`config.mk`:
```
export PLATFORM = sky130hd
export DESIGN_NAME = dmarq_capture
export DESIGN_NICKNAME = d
export VERILOG_FILES = /design/src/rtl/dmarq_pkg.sv /design/src/rtl/dmarq_sync.sv /design/src/rtl/dmarq_cfg_decode.sv /design/src/rtl/dmarq_chan.sv /design/src/rtl/dmarq_capture.sv
export SDC_FILE = /design/constraint.sdc
export NUM_CORES = 1
export LEC_CHECK = 0
export CAP_MARGIN = 20
export CORE_ASPECT_RATIO = 0.5
export CORE_MARGIN = 3
export CORE_UTILIZATION = 44
export DETAILED_ROUTE_END_ITERATION = 6
export GPL_TIMING_DRIVEN = 0
export PLACE_DENSITY_LB_ADDON = 0.2
export SYNTH_ARGS = -nofsm -noshare
export SYNTH_HDL_FRONTEND = slang
export SYNTH_HIERARCHICAL = 1
export SYNTH_SLANG_ARGS = --single-unit
```
`constraint.sdc`:
```
create_clock -name clk_i -period 2.8 [get_ports clk_i]
set_clock_uncertainty 0.05 [all_clocks]
set_input_delay 0.28 -clock clk_i [delete_from_list [all_inputs] [get_ports clk_i]]
set_output_delay 0.28 -clock clk_i [all_outputs]
set_load 0.05 [all_outputs]
```
`src/rtl/dmarq_pkg.sv`:
```
package dmarq_pkg;

  localparam int NUM_EXT = 4;

  typedef enum logic {
    SENS_LEVEL = 1'b0,
    SENS_EDGE  = 1'b1
  } sens_e;

  // Bit position of each external line's select inside its configuration word.
  function automatic int sel_bit_pos(input int line);
    case (line)
      0:       return 0;
      1:       return 1;
      2:       return 7;
      default: return 8;
    endcase
  endfunction

  // Lines 0 and 1 read word A, lines 2 and 3 read word B.
  function automatic bit sel_in_word_b(input int line);
    return line >= 2;
  endfunction

endpackage

```
`src/rtl/dmarq_sync.sv`:
```
module dmarq_sync #(
  parameter int          W       = 4,
  parameter int          STAGES  = 2,
  parameter logic        RST_VAL = 1'b1
) (
  input  logic         clk_i,
  input  logic         rst_ni,
  input  logic [W-1:0] async_i,
  output logic [W-1:0] sync_o
);

  localparam int LAST = STAGES - 1;

  logic [W-1:0] stage_q [STAGES];

  always_ff @(posedge clk_i or negedge rst_ni) begin
    if (!rst_ni) begin
      for (int s = 0; s < STAGES; s++) stage_q[s] <= {W{RST_VAL}};
    end else begin
      stage_q[0] <= async_i;
      for (int s = 1; s < STAGES; s++) stage_q[s] <= stage_q[s-1];
    end
  end

  assign sync_o = stage_q[LAST];

  generate
    if (STAGES >= 2) begin : g_chk
      // the synchronized value only changes to what the previous stage held
      assert_sync_chain_R3: assert property (@(posedge clk_i) disable iff (!rst_ni)
        (stage_q[LAST] != $past(stage_q[LAST])) |-> (stage_q[LAST] == $past(stage_q[LAST-1])));
    end
  endgenerate

endmodule

```
`src/rtl/dmarq_cfg_decode.sv`:
```
module dmarq_cfg_decode
  import dmarq_pkg::*;
#(
  parameter int CFG_W = 16
) (
  input  logic               clk_i,
  input  logic               rst_ni,
  input  logic [CFG_W-1:0]   cfg_a_i,
  input  logic [CFG_W-1:0]   cfg_b_i,
  output logic [NUM_EXT-1:0] mode_o
);

  generate
    for (genvar g = 0; g < NUM_EXT; g++) begin : g_line
      localparam int POS = sel_bit_pos(g);
      if (sel_in_word_b(g)) begin : g_b
        assign mode_o[g] = cfg_b_i[POS];
      end else begin : g_a
        assign mode_o[g] = cfg_a_i[POS];
      end
    end
  endgenerate

  // configuration words are fully defined once out of reset
  assert_cfg_known_R2: assert property (@(posedge clk_i) disable iff (!rst_ni)
    !$isunknown({cfg_a_i, cfg_b_i}));

endmodule

```
`src/rtl/dmarq_chan.sv`:
```
module dmarq_chan
  import dmarq_pkg::*;
#(
  parameter logic RST_MODE = SENS_LEVEL
) (
  input  logic clk_i,
  input  logic rst_ni,
  input  logic asserted_i,
  input  logic mode_i,
  input  logic ack_i,
  output logic req_o,
  output logic pend_o
);

  logic asserted_q;
  logic mode_q;
  logic pend_q, pend_d;
  logic req_q, req_d;
  logic edge_hit;
  logic mode_chg;

  assign edge_hit = asserted_i & ~asserted_q;
  assign mode_chg = (mode_i != mode_q);

  always_comb begin
    if (mode_chg) begin
      pend_d = 1'b0;
    end else if (mode_i == SENS_EDGE) begin
      pend_d = edge_hit | (pend_q & ~ack_i);
    end else begin
      pend_d = 1'b0;
    end
    req_d = (mode_i == SENS_EDGE) ? pend_d : asserted_i;
  end

  always_ff @(posedge clk_i or negedge rst_ni) begin
    if (!rst_ni) begin
      asserted_q <= 1'b0;
      mode_q     <= RST_MODE;
      pend_q     <= 1'b0;
      req_q      <= 1'b0;
    end else begin
      asserted_q <= asserted_i;
      mode_q     <= mode_i;
      pend_q     <= pend_d;
      req_q      <= req_d;
    end
  end

  assign req_o  = req_q;
  assign pend_o = pend_q;

  // level scheme output follows the conditioned input one edge later
  assert_level_follow_R3: assert property (@(posedge clk_i) disable iff (!rst_ni)
    (mode_i == SENS_LEVEL) |=> (req_o == $past(asserted_i)));

  // a captured request persists while unacknowledged
  assert_sticky_R4: assert property (@(posedge clk_i) disable iff (!rst_ni)
    (pend_o && mode_i == SENS_EDGE && !mode_chg && !ack_i) |=> pend_o);

  // acknowledge without a fresh edge clears the capture
  assert_ack_clears_R5: assert property (@(posedge clk_i) disable iff (!rst_ni)
    (mode_i == SENS_EDGE && !mode_chg && ack_i && !edge_hit) |=> !pend_o);

  // a fresh edge wins over a simultaneous acknowledge
  assert_edge_wins_R5: assert property (@(posedge clk_i) disable iff (!rst_ni)
    (mode_i == SENS_EDGE && !mode_chg && edge_hit) |=> (pend_o && req_o));

  // pending only ever exists under the edge scheme
  assert_pend_edge_only_R6: assert property (@(posedge clk_i) disable iff (!rst_ni)
    pend_o |-> (mode_q == SENS_EDGE));

  // changing the scheme discards any capture
  assert_mode_change_clears_R7: assert property (@(posedge clk_i) disable iff (!rst_ni)
    mode_chg |=> !pend_o);

  // acknowledge is a single-cycle pulse
  assert_ack_pulse_R5: assert property (@(posedge clk_i) disable iff (!rst_ni)
    ack_i |=> !ack_i);

endmodule

```
`src/rtl/dmarq_capture.sv`:
```
module dmarq_capture
  import dmarq_pkg::*;
#(
  parameter int CFG_W       = 16,
  parameter int NUM_INT     = 3,
  parameter int DISP_IDX    = 2,
  parameter int SYNC_STAGES = 2
) (
  input  logic               clk_i,
  input  logic               rst_ni,
  input  logic [3:0]         ext_req_ni,
  input  logic [CFG_W-1:0]   sens_cfg_a_i,
  input  logic [CFG_W-1:0]   sens_cfg_b_i,
  input  logic [3:0]         ext_ack_i,
  input  logic [NUM_INT-1:0] int_req_i,
  input  logic [NUM_INT-1:0] int_ack_i,
  output logic [3:0]         ext_req_o,
  output logic [3:0]         ext_pend_o,
  output logic [NUM_INT-1:0] int_req_o,
  output logic [NUM_INT-1:0] int_pend_o
);

  localparam logic [NUM_INT-1:0] INT_EDGE_MASK = NUM_INT'(1) << DISP_IDX;

  logic [NUM_EXT-1:0] ext_sync;
  logic [NUM_EXT-1:0] ext_mode;

  dmarq_sync #(
    .W       (NUM_EXT),
    .STAGES  (SYNC_STAGES),
    .RST_VAL (1'b1)
  ) u_sync (
    .clk_i   (clk_i),
    .rst_ni  (rst_ni),
    .async_i (ext_req_ni),
    .sync_o  (ext_sync)
  );

  dmarq_cfg_decode #(
    .CFG_W (CFG_W)
  ) u_cfg (
    .clk_i   (clk_i),
    .rst_ni  (rst_ni),
    .cfg_a_i (sens_cfg_a_i),
    .cfg_b_i (sens_cfg_b_i),
    .mode_o  (ext_mode)
  );

  generate
    for (genvar e = 0; e < NUM_EXT; e++) begin : g_ext
      dmarq_chan #(
        .RST_MODE (SENS_LEVEL)
      ) u_chan (
        .clk_i      (clk_i),
        .rst_ni     (rst_ni),
        .asserted_i (~ext_sync[e]),
        .mode_i     (ext_mode[e]),
        .ack_i      (ext_ack_i[e]),
        .req_o      (ext_req_o[e]),
        .pend_o     (ext_pend_o[e])
      );
    end

    for (genvar n = 0; n < NUM_INT; n++) begin : g_int
      dmarq_chan #(
        .RST_MODE (INT_EDGE_MASK[n])
      ) u_chan (
        .clk_i      (clk_i),
        .rst_ni     (rst_ni),
        .asserted_i (int_req_i[n]),
        .mode_i     (INT_EDGE_MASK[n]),
        .ack_i      (int_ack_i[n]),
        .req_o      (int_req_o[n]),
        .pend_o     (int_pend_o[n])
      );
    end
  endgenerate

  // fixed level internal lines never report a pending capture
  assert_int_level_no_pend_R8: assert property (@(posedge clk_i) disable iff (!rst_ni)
    (int_pend_o & ~INT_EDGE_MASK) == '0);

  // just after reset release, all outputs are idle
  assert_reset_idle_R1: assert property (@(posedge clk_i)
    !rst_ni |=> (ext_req_o == '0 && ext_pend_o == '0 && int_req_o == '0 && int_pend_o == '0));

endmodule

```
==> flow_metrics.env <==
export IMPL_run_status="finished clean"
export IMPL_antenna_found_initial=0
export IMPL_clk_insertion_delay_late_ns=0.28
export IMPL_dieArea_um2=3860
export IMPL_final_util=0.655
export IMPL_ctsResizeCount=0
export IMPL_clockBufferDepth=2
export IMPL_wl_per_cell_um=10.6
export IMPL_grt_overflow_total=0
export IMPL_layout_drive_gt1_share=0.280
export IMPL_pre_cts_slack_ns=1.27
export IMPL_holdWs_ns=0.0145
export IMPL_path_buf_inv=1
export IMPL_cp_arrival_ns=1.50
export IMPL_fin_nets=190
export IMPL_clockPowerShare=0.343
export IMPL_fill_cells=222
export IMPL_crit_family="buffers and inverters"
export IMPL_p_seq_frac=0.526
export IMPL_finalHoldViolCount=0
export IMPL_drt_total_wl_um=1910
export IMPL_grt_total_usage=0.124
export IMPL_antenna_cells=0
export IMPL_die_y_um=45.5
export IMPL_fin_total_pwr_mw=1.07
export IMPL_p_sw_frac=0.241
export IMPL_vias=764
export IMPL_postSynthAreaPerCell_um2=13.9
export IMPL_critPathKind="register to output port"
export IMPL_regArea_um2=912
export IMPL_period_share=0.654
export IMPL_cpMaxStageDelayCell="clkdlybuf4s50_1"
export IMPL_clk_pin_slew_worst_paths_ns=0.07
export IMPL_drt_first_pass_iters=2
export IMPL_p_leak_nw=0.835
export IMPL_critPathCaptureType="output port"
export IMPL_yosys_warnings=6
export IMPL_maxCapViolCount=0
export IMPL_syn_inst=99
export IMPL_synth_area_um2=1370
export IMPL_globalplace_congestion=0.663
export IMPL_cts_made_buffers=5
export IMPL_tightestPinTransition_ns=0.749
export IMPL_final_min_clock_period_ns=1.83
export IMPL_multi_input_area_um2=384
export IMPL_cts_root_buf="clkbuf_8"
export IMPL_power_frac_comb=0.131
export IMPL_core_area_um2=2780
export IMPL_hpwl_um=1390
export IMPL_rsz0062_at_grt="false"
export IMPL_ios=62
export IMPL_worstPathCellList="clkdlybuf4s50_1"
export IMPL_numPortBuffers=29
export IMPL_syn_to_final_growth_pct=32.8
export IMPL_dieWidth_um=85.0
export IMPL_synth_top_cell_area_share=0.493
export IMPL_hold_buffers=0
export IMPL_tns_ns=0
export IMPL_cts_setup_buffers=0
export IMPL_power_internal_mw=0.811
export IMPL_drv_slew=0
export IMPL_hp_class="input pin to asynchronous set/reset pin"
export IMPL_cts_htree_levels=2
export IMPL_ant_nets=0
export IMPL_critical_path_max_stage_delay_ns=0.82
export IMPL_grt_pass1_vias=777
export IMPL_rr_startpoint="u_sync/sync_o[2]"
export IMPL_drc=0
export IMPL_cts_sinks=36
export IMPL_critPathRequiredTime_ns=2.47
export IMPL_ys_seq_area_frac=0.665
export IMPL_power_density_nw_per_um2=586
export IMPL_switchingPower_mw=0.257
export IMPL_setup_viol=0
export IMPL_slew_headroom=0.500
export IMPL_grt_pass1_wl_um=3510
export IMPL_ys_types=10
export IMPL_ys_seq_elements=36
export IMPL_startpoint_type="register"
export IMPL_ys_top_cells_by_area="dfrtp_1, dfstp_2, o221ai_2"
export IMPL_crit_fanout=2
export IMPL_layout_setup_ws_ns=0.968
export IMPL_ir_drop_uv=328
export IMPL_cp_startpoint="g_int[1].u_chan/pend_o"
export IMPL_start_util=0.493
export IMPL_grt_max_degree=37
export IMPL_cts_tree="done"
export IMPL_max_freq_mhz=546
export IMPL_rows=13
export IMPL_first_iter_violations=29
export IMPL_yosysTopAreaCell="dfrtp_1"
export IMPL_vias_per_cell=4.24
==> cells in the final DEF, fill, tap and decap left out <==
master and n:
a21oi_1 7, buf_2 1, buf_4 8, clkbuf_8 6, clkdlybuf4s50_1 28, clkinv_2 2, conb_1 9, dfrtp_1 27
dfstp_2 9, inv_1 11, nand2_1 7, nand2b_1 14, nand2b_4 7, o221ai_2 7
==> final cells by class <==
| cell class | count | share of cell area |
|---|---|---|
| plain buffers | 8 | 0.0330 |
| clock buffers | 6 | 0.0453 |
| clock inverters | 2 | 0.00549 |
| inverters | 11 | 0.0227 |
| multi-input cells | 51 | 0.211 |
| flip-flops and latches | 36 | 0.501 |
| well taps | 37 | 0.0254 |
| repair buffers | 29 | 0.157 |
==> per-layer routing <==
metal / vias to the layer above / routed length [µm] / GRT usage
met5: - / 0 / 0
met4: 0 / 19 / 0.0379
met3: 2 / 111 / 0.0542
met2: 18 / 1000 / 0.225
met1: 361 / 778 / 0.135
li1: 383 / - / -
==> registers in the layout, indices dropped and copies added (netlist names) <==
name	count
g_ext.u_chan/asserted_q	4
g_ext.u_chan/mode_q	4
g_ext.u_chan/pend_o	4
g_ext.u_chan/req_o	4
u_sync/stage_q	4
u_sync/sync_o	4
g_int.u_chan/asserted_q	3
g_int.u_chan/mode_q	3
g_int.u_chan/pend_o	3
g_int.u_chan/req_o	3
==> cells by family (layout without fill, tap and decap cells) <==
group           count (synthesis)  count (layout)  synth area share
flops                          36              36             0.665
simple gates                   28              28             0.153
buf+inv                        19              56            0.0739
compound gates                 14              14             0.102
other cells                     2               9           0.00548
==> power groups by stage <==
| stage | Clock [mW] | Sequential [mW] | Combinational [mW] |
|---|---|---|---|
| detailed placement | 0 | 0.571 | 0.142 |
| global placement | 0 | 0.570 | 0.140 |
| global route | 0.418 | 0.565 | 0.152 |
| floorplan | 0 | 0.609 | 0.0445 |
| CTS | 0.387 | 0.562 | 0.142 |
| finish | 0.366 | 0.561 | 0.140 |
==> metrics by stage <==
stage | area, µm² | instances
floorplan | 1400 | 106
global placement | 1730 | 172
detailed placement | 1730 | 172
CTS | 1820 | 180
global route | 1820 | 180
finish | 1820 | 180
==> cells in the mapped netlist (all sizes together) <==
cell,instances
nand2,7
dfrtp,27
buf,8
conb,2
dfstp,9
inv,11
o221ai,7
a21oi,7
nand2b,21
==> worst paths after layout <==
path / to / slack, ns / cells past startpoint
setup / recovery: int_pend_o[1] / 0.97 / 1
hold / removal: g_ext[3].u_chan/req_o / 0.01 / 1
setup reg to reg: g_ext[2].u_chan/req_o / 1.77 / 4
hold reg to reg: u_sync/sync_o[3] / 0.31 / 0
max in group asynchronous: g_int[1].u_chan/asserted_q / 2.20 / 1
min in group clk_i: g_ext[2].u_chan/mode_q / 0.07 / 1
Power figures use the tool's default switching activity.
